### src/rtl/sri_pkg.sv
package sri_pkg;
  typedef enum logic [2:0] {
    PH_START,
    PH_OPCODE,
    PH_ADDR,
    PH_DATA,
    PH_DEAD
  } phase_e;
endpackage

### src/rtl/sri_frame.sv
module sri_frame
  import sri_pkg::*;
#(
  parameter int ADDR_W = 8,
  parameter int DATA_W = 8,
  parameter int CNT_W  = 4
) (
  input  logic              sclk_i,
  input  logic              frm_rst_ni,
  input  logic              sdi_i,
  output logic              wr_stb_o,
  output logic [ADDR_W-1:0] addr_o,
  output logic [DATA_W-1:0] wr_data_o,
  output logic              rd_act_o,
  output logic [CNT_W-1:0]  rd_cnt_o
);
  phase_e            phase_q;
  logic              is_read_q;
  logic [CNT_W-1:0]  cnt_q;
  logic [ADDR_W-1:0] addr_q;
  logic [DATA_W-2:0] shift_q;

  localparam logic [CNT_W-1:0] ADDR_LAST = CNT_W'(ADDR_W - 1);
  localparam logic [CNT_W-1:0] DATA_LAST = CNT_W'(DATA_W - 1);
  localparam logic [CNT_W-1:0] DATA_FULL = CNT_W'(DATA_W);

  always_ff @(posedge sclk_i or negedge frm_rst_ni) begin
    if (!frm_rst_ni) begin
      phase_q   <= PH_START;
      is_read_q <= 1'b0;
      cnt_q     <= '0;
      addr_q    <= '0;
      shift_q   <= '0;
    end else begin
      unique case (phase_q)
        PH_START:  phase_q <= sdi_i ? PH_OPCODE : PH_DEAD;
        PH_OPCODE: begin
          is_read_q <= sdi_i;
          cnt_q     <= '0;
          phase_q   <= PH_ADDR;
        end
        PH_ADDR: begin
          addr_q <= {addr_q[ADDR_W-2:0], sdi_i};
          if (cnt_q == ADDR_LAST) begin
            cnt_q   <= '0;
            phase_q <= PH_DATA;
          end else begin
            cnt_q <= cnt_q + 1'b1;
          end
        end
        PH_DATA: begin
          if (is_read_q) begin
            // saturate so the LSB keeps being selected
            if (cnt_q != DATA_FULL) cnt_q <= cnt_q + 1'b1;
          end else begin
            shift_q <= {shift_q[DATA_W-3:0], sdi_i};
            if (cnt_q == DATA_LAST) begin
              cnt_q  <= '0;
              addr_q <= addr_q + 1'b1;
            end else begin
              cnt_q <= cnt_q + 1'b1;
            end
          end
        end
        default: phase_q <= PH_DEAD;
      endcase
    end
  end

  assign wr_stb_o  = (phase_q == PH_DATA) && !is_read_q && (cnt_q == DATA_LAST);
  assign wr_data_o = {shift_q, sdi_i};
  assign addr_o    = addr_q;
  assign rd_act_o  = (phase_q == PH_DATA) && is_read_q;
  assign rd_cnt_o  = cnt_q;
endmodule

### src/rtl/sri_regbank.sv
module sri_regbank #(
  parameter int ADDR_W = 8,
  parameter int DATA_W = 8
) (
  input  logic              sclk_i,
  input  logic              rst_ni,
  input  logic              wr_stb_i,
  input  logic [ADDR_W-1:0] addr_i,
  input  logic [DATA_W-1:0] wr_data_i,
  output logic [DATA_W-1:0] rd_data_o
);
  localparam int DEPTH = 1 << ADDR_W;

  logic [DATA_W-1:0] mem_q [DEPTH];

  always_ff @(posedge sclk_i or negedge rst_ni) begin
    if (!rst_ni) begin
      for (int i = 0; i < DEPTH; i++) mem_q[i] <= '0;
    end else if (wr_stb_i) begin
      mem_q[addr_i] <= wr_data_i;
    end
  end

  assign rd_data_o = mem_q[addr_i];
endmodule

### src/rtl/sri_sdo_drv.sv
module sri_sdo_drv #(
  parameter int DATA_W = 8,
  parameter int CNT_W  = 4
) (
  input  logic              sclk_i,
  input  logic              frm_rst_ni,
  input  logic              rd_act_i,
  input  logic [CNT_W-1:0]  rd_cnt_i,
  input  logic [DATA_W-1:0] rd_data_i,
  output logic              sdo_o,
  output logic              sdo_en_o
);
  localparam int IDX_W = $clog2(DATA_W);

  logic [IDX_W-1:0] sel;
  logic             sdo_q;
  logic             en_q;

  always_comb begin
    if (rd_cnt_i >= CNT_W'(DATA_W)) sel = '0;
    else sel = IDX_W'(DATA_W - 1 - int'(rd_cnt_i));
  end

  // launch on the falling edge, host samples on the next rising edge
  always_ff @(negedge sclk_i or negedge frm_rst_ni) begin
    if (!frm_rst_ni) begin
      sdo_q <= 1'b0;
      en_q  <= 1'b0;
    end else if (rd_act_i) begin
      sdo_q <= rd_data_i[sel];
      en_q  <= 1'b1;
    end
  end

  assign sdo_o    = sdo_q;
  assign sdo_en_o = en_q;
endmodule

### src/rtl/sri_port.sv
module sri_port #(
  parameter int ADDR_W = 8,
  parameter int DATA_W = 8
) (
  input  logic sclk_i,
  input  logic rst_ni,
  input  logic cs_ni,
  input  logic sdi_i,
  output logic sdo_o,
  output logic sdo_en_o
);
  localparam int MAX_W = (ADDR_W > DATA_W) ? ADDR_W : DATA_W;
  localparam int CNT_W = $clog2(MAX_W) + 1;

  logic              frm_rst_n;
  logic              wr_stb;
  logic [ADDR_W-1:0] cur_addr;
  logic [DATA_W-1:0] wr_data;
  logic [DATA_W-1:0] rd_data;
  logic              rd_act;
  logic [CNT_W-1:0]  rd_cnt;

  // chip select high holds the frame logic in reset
  assign frm_rst_n = rst_ni & ~cs_ni;

  sri_frame #(.ADDR_W(ADDR_W), .DATA_W(DATA_W), .CNT_W(CNT_W)) u_frame (
    .sclk_i    (sclk_i),
    .frm_rst_ni(frm_rst_n),
    .sdi_i     (sdi_i),
    .wr_stb_o  (wr_stb),
    .addr_o    (cur_addr),
    .wr_data_o (wr_data),
    .rd_act_o  (rd_act),
    .rd_cnt_o  (rd_cnt)
  );

  sri_regbank #(.ADDR_W(ADDR_W), .DATA_W(DATA_W)) u_bank (
    .sclk_i   (sclk_i),
    .rst_ni   (rst_ni),
    .wr_stb_i (wr_stb),
    .addr_i   (cur_addr),
    .wr_data_i(wr_data),
    .rd_data_o(rd_data)
  );

  sri_sdo_drv #(.DATA_W(DATA_W), .CNT_W(CNT_W)) u_drv (
    .sclk_i    (sclk_i),
    .frm_rst_ni(frm_rst_n),
    .rd_act_i  (rd_act),
    .rd_cnt_i  (rd_cnt),
    .rd_data_i (rd_data),
    .sdo_o     (sdo_o),
    .sdo_en_o  (sdo_en_o)
  );
endmodule

### config.mk
export PLATFORM = sky130hd
export DESIGN_NAME = sri_port
export DESIGN_NICKNAME = d
export VERILOG_FILES = /design/src/rtl/sri_pkg.sv /design/src/rtl/sri_frame.sv /design/src/rtl/sri_regbank.sv /design/src/rtl/sri_sdo_drv.sv /design/src/rtl/sri_port.sv
export SDC_FILE = /design/constraint.sdc
export NUM_CORES = 2
export LEC_CHECK = 0
export BUFFER_PORTS_ARGS = -buffer_cell sky130_fd_sc_hd__buf_4
export CAP_MARGIN = 20
export CORE_MARGIN = 2
export CORE_UTILIZATION = 30
export CTS_CLUSTER_DIAMETER = 80
export DETAILED_ROUTE_END_ITERATION = 10
export PLACE_DENSITY = 0.42
export SLEW_MARGIN = 20
export SYNTH_ARGS = -nofsm -noshare
export SYNTH_HDL_FRONTEND = slang
export SYNTH_SLANG_ARGS = --single-unit
### constraint.sdc
create_clock -name sclk_i -period 9.04 [get_ports sclk_i]
set_clock_uncertainty 0.1 [all_clocks]
set_input_delay 0.904 -clock sclk_i [delete_from_list [all_inputs] [get_ports sclk_i]]
set_output_delay 0.904 -clock sclk_i [all_outputs]
set_load 0.03 [all_outputs]
# After elaboration in Yosys (flattened, before gate mapping)
# Index checks and enable logic that the tools add are counted.
totals:
  register_bits: 2073
  input_bits: 4
op_classes:
  n_mux: 19
  n_lt_le_gt_ge: 4
  bitwise_logic: 5
  n_eq_ne: 9
  add_sub_neg: 3
  n_reduce_logical: 12
ops:
  columns: ["cell", "count"]
  rows:
  - ["$bwmux 2048", 1]
  - ["$bmux 8 s8", 1]
  - ["$demux 8 s8", 1]
  - ["$mux 8", 5]
  - ["$pmux 8 s2", 1]
  - ["$mux 4", 3]
  - ["$pmux 3 s4", 1]
  - ["$pmux 4 s3", 1]
  - ["$ge 9x9->1 const B", 1]
  - ["$lt 9x1->1 const B", 1]
  - ["$mux 3", 3]
  - ["$not 8->9", 1]
  - ["$add 8x1->8 const B", 1]
  - ["$eq 3x2->1 const B", 2]
  - ["$reduce_and 2->1", 3]
  - ["$add 4x1->4 const B", 1]
  - ["$eq 4x3->1 const B", 1]
  - ["$ge 4x4->1 const B", 1]
  - ["$logic_and 1x1->1", 4]
  - ["$lt 3x4->1 const B", 1]
  - ["$ne 2x1->1 const B", 2]
  - ["$ne 4x4->1 const B", 1]
  - ["$bmux 1 s3", 1]
  - ["$eq 3x1->1 const B", 1]
  - ["11 further kinds", 13]

# Logic depth before layout (Yosys ltp)
depth:
  word_depth: 6
  depth_mapped: 16
  mapped_depth_nobuf: 8

# By module
# Synthesis repeated with hierarchy kept, for this count alone.
hier_totals:
  hier_cells: 5965
  area_unflattened_um2: 94114.0
by_module_without_submodules:
  columns: ["mod", "n_inst", "cells_each", "area_per_inst_um2", "seq_area_each_um2"]
  rows:
  - ["sri_regbank", 1, 5832, 92711.4, 51249.2]
  - ["sri_frame", 1, 119, 1246.2, 575.6]
  - ["sri_sdo_drv", 1, 13, 142.6, 50.0]
  - ["sri_port", 1, 1, 13.8, 0.0]

==> impl_metrics.env <==
export IMPL_required_ps=5110
export IMPL_yosys_register_bits=2073
export IMPL_final_setup_viol_count=0
export IMPL_via_per_inst=5.26
export IMPL_avgSynthCellArea_sq_um=15.6
export IMPL_clk_pin_slew_ps=60
export IMPL_die_w_um=567
export IMPL_antenna_found_initial=14
export IMPL_path_delay_family="buffers and inverters"
export IMPL_gp_congestion=0.853
export IMPL_power_total_mw=20.5
export IMPL_yosys_warnings=0
export IMPL_nFillCells=30300
export IMPL_layout_area_seq_sq_um=51900
export IMPL_peakVddDrop_v=0.000158
export IMPL_port_buffers=5
export IMPL_hold_viol=0
export IMPL_multi_input_area_sq_um=41100
export IMPL_cp_cell_sequence="buf_12 -> buf_12 -> buf_4 -> mux4_2 -> mux2i_1 -> o221ai_1 -> nor3_1 -> buf_4 -> o311ai_1 -> o31ai_1 -> a32oi_1"
export IMPL_reg2regPathDepth=11
export IMPL_final_nets=6161
export IMPL_synth_largest_area_cell="dfrtp_1"
export IMPL_cts_root_buf="clkbuf_16"
export IMPL_critPathMaxStageDelay_ps=640
export IMPL_numCtsBuffers=242
export IMPL_dieArea_sq_um=322000
export IMPL_maxCapViolations=0
export IMPL_p_leak_nw=49.8
export IMPL_tns_ps=0
export IMPL_rsz0062_at_grt="false"
export IMPL_slew_violations=0
export IMPL_wl_um=319000
export IMPL_wl_per_cell_um=30.3
export IMPL_cp_slowest_cell="nor3_1"
export IMPL_std_cell_rows=206
export IMPL_cts_buffer_depth=4
export IMPL_synth_distinct_cells=75
export IMPL_async_flop_share_pct=100
export IMPL_critPathKind="flip-flop to flip-flop"
export IMPL_arrival_ps=4820
export IMPL_remaining_drc_errors=0
export IMPL_crit_path_max_fanout=33
export IMPL_grt_pass1_wl_um=461000
export IMPL_syn_nets=6097
export IMPL_cp_start_kind="flip-flop"
export IMPL_io_pins=6
export IMPL_yosysMostFrequentCell="dfrtp_1"
export IMPL_status="completed"
export IMPL_cts_tree="yes"
export IMPL_finalInstanceArea_sq_um=109000
export IMPL_rr_startpoint="u_frame.addr_o[0]"
export IMPL_layout_drive_gt1_share_pct=53.5
export IMPL_holdCritPathClass="input port to async pin"
export IMPL_synthFlopType="dfrtp_1"
export IMPL_dp_hpwl_um=207000
export IMPL_cts_setup_buffers=0
export IMPL_start_util_pct=30.2
export IMPL_clock_sinks=2073
export IMPL_grt_max_degree=174
export IMPL_crit_buf_inv=4
export IMPL_synth_area_leaders="dfrtp_1 54%, mux2_2 24%, mux4_2 12%"
export IMPL_yosysSeqAreaShare_pct=54.5
export IMPL_ys_top_cells_by_count="2,071 x dfrtp_1, 2,035 x mux2_2, 505 x mux4_2"
export IMPL_holdWs_ps=171
export IMPL_end_kind="flip-flop"
export IMPL_drt_iter0_markers=3828
export IMPL_core_sq_um=315000
export IMPL_r2r_setup_slack_ps=290
export IMPL_synth_area_sq_um=95100
export IMPL_synthesis_instances=6087
export IMPL_htree_num_levels=4
export IMPL_overflow=0
export IMPL_ant_nets=0
export IMPL_slew_headroom_pct=24.3
export IMPL_clk_latency_ps=920
export IMPL_dieHeight_um=567
export IMPL_r2r_end="u_drv.sdo_o"
export IMPL_drt_pass1_iterations=6
export IMPL_synth_enable_flop_cells=0
export IMPL_grt_pass1_vias=58300
export IMPL_vias=55300
export IMPL_area_growth_syn_to_layout_pct=14.6
export IMPL_synth_top_area_share_pct=54.5
export IMPL_grtUsageTotal_pct=19.7
export IMPL_place_area_sq_um=101000
export IMPL_worst_pin_slew_ps=1140
export IMPL_pwr_density_cell_nw_per_um2=188
## logic make-up (layout without fill, tap and decap cells)
kind of cell	count (synthesis)	in the layout	synth area share [%]
XOR/XNOR	1	1	0.00921
AO/OA/AOI/OAI	275	275	2.06
AND/OR/NAND/NOR	559	559	2.99
adder cells (fa/ha/maj)	6	6	0.0789
buffers and inverters	465	734	2.33
multiplexers	2708	2708	38.0
other	0	4	0
flip-flops	2073	2073	54.5
## worst max path at each step
stage	start	end	slack, ps	cells past startpoint
6_report	u_frame.addr_o[0]	u_drv.sdo_o	290	11
5_1_grt	u_frame.addr_o[0]	u_drv.sdo_o	160	12
4_1_cts	u_frame.addr_o[0]	u_drv.sdo_o	170	12
3_5_place_dp	u_frame.addr_o[0]	u_drv.sdo_o	240	12
3_3_place_gp	u_frame.addr_o[0]	u_drv.sdo_o	230	12
2_1_floorplan	u_frame.addr_o[0]	u_drv.sdo_o	1540	10
## cells in the final DEF (no fill, tap or decap), types with 15 or more instances in the layout
cell	count
dfrtp_1	2058
mux2_2	2035
mux4_2	505
clkbuf_16	243
buf_4	224
nor2_2	159
nand2_1	136
mux2i_1	130
nor2_1	107
clkbuf_1	74
a22oi_1	63
clkbuf_8	51
clkinv_2	50
buf_12	41
nand3_1	40
o22ai_1	37
a21oi_1	35
mux2_1	28
o21ai_0	25
nor3_1	20
nand2b_1	16
bufinv_16	15
## through the flow
stage / util, % / std cells / setup slack (ps)
2_1_floorplan: - / 6087 / 1540
3_3_place_gp: 32.0 / 10100 / 225
3_5_place_dp: 32.0 / 10100 / 238
4_1_cts: 34.6 / 10500 / 167
5_1_grt: 34.6 / 10500 / 162
6_report: 34.6 / 10500 / 293
## flip-flops by register name, indices dropped and copies added (netlist names)
| register | cells |
|---|---|
| u_frame.phase_q | 3 |
| u_frame.addr_o | 8 |
| u_frame.rd_cnt_o | 4 |
| u_drv.sdo_en_o | 1 |
| u_bank.mem_q | 2048 |
| u_drv.sdo_o | 1 |
| u_frame.shift_q | 7 |
| u_frame.is_read_q | 1 |
## cell type report
type / instances / share of cell area, %
Sequential cell: 2073 / 47.6
Timing Repair Buffer: 277 / 2.50
Clock inverter: 81 / 0.899
Inverter: 8 / 0.0275
Clock buffer: 368 / 6.47
Antenna cell: 4 / 0.00918
Multi-Input combinational cell: 3549 / 37.7
Tap cell: 4160 / 4.77
## power by group
group | switching, mW | internal [mW] | leakage, nW
registers | 0.0235 | 9.29 | 28.9
logic | 0.816 | 0.395 | 17.0
clock network | 4.15 | 5.81 | 3.97
## what timing repair did
action                                 4_1_cts  5_1_grt
gates resized for setup                      0        1
endpoints found under the hold margin       77        0
hold buffers                                 1        0
setup endpoints to repair                    0        1
## worst register-to-register path, stage by stage, from the launching register on
cell and delay [ps]:
dfrtp_4 600, buf_12 260, buf_12 350, buf_4 350, mux4_2 540, mux2i_1 270, o221ai_1 170, nor3_1 640
buf_4 240, o311ai_1 100, o31ai_1 320, a32oi_1 100
## routing by layer
layer | global-route usage [%] | wire, um
met1 | 28.6 | 150000
met2 | 30.8 | 146000
met3 | 2.64 | 12400
met4 | 5.50 | 9580
met5 | 0 | 0
No activity file was read; power rests on OpenSTA's default activity.
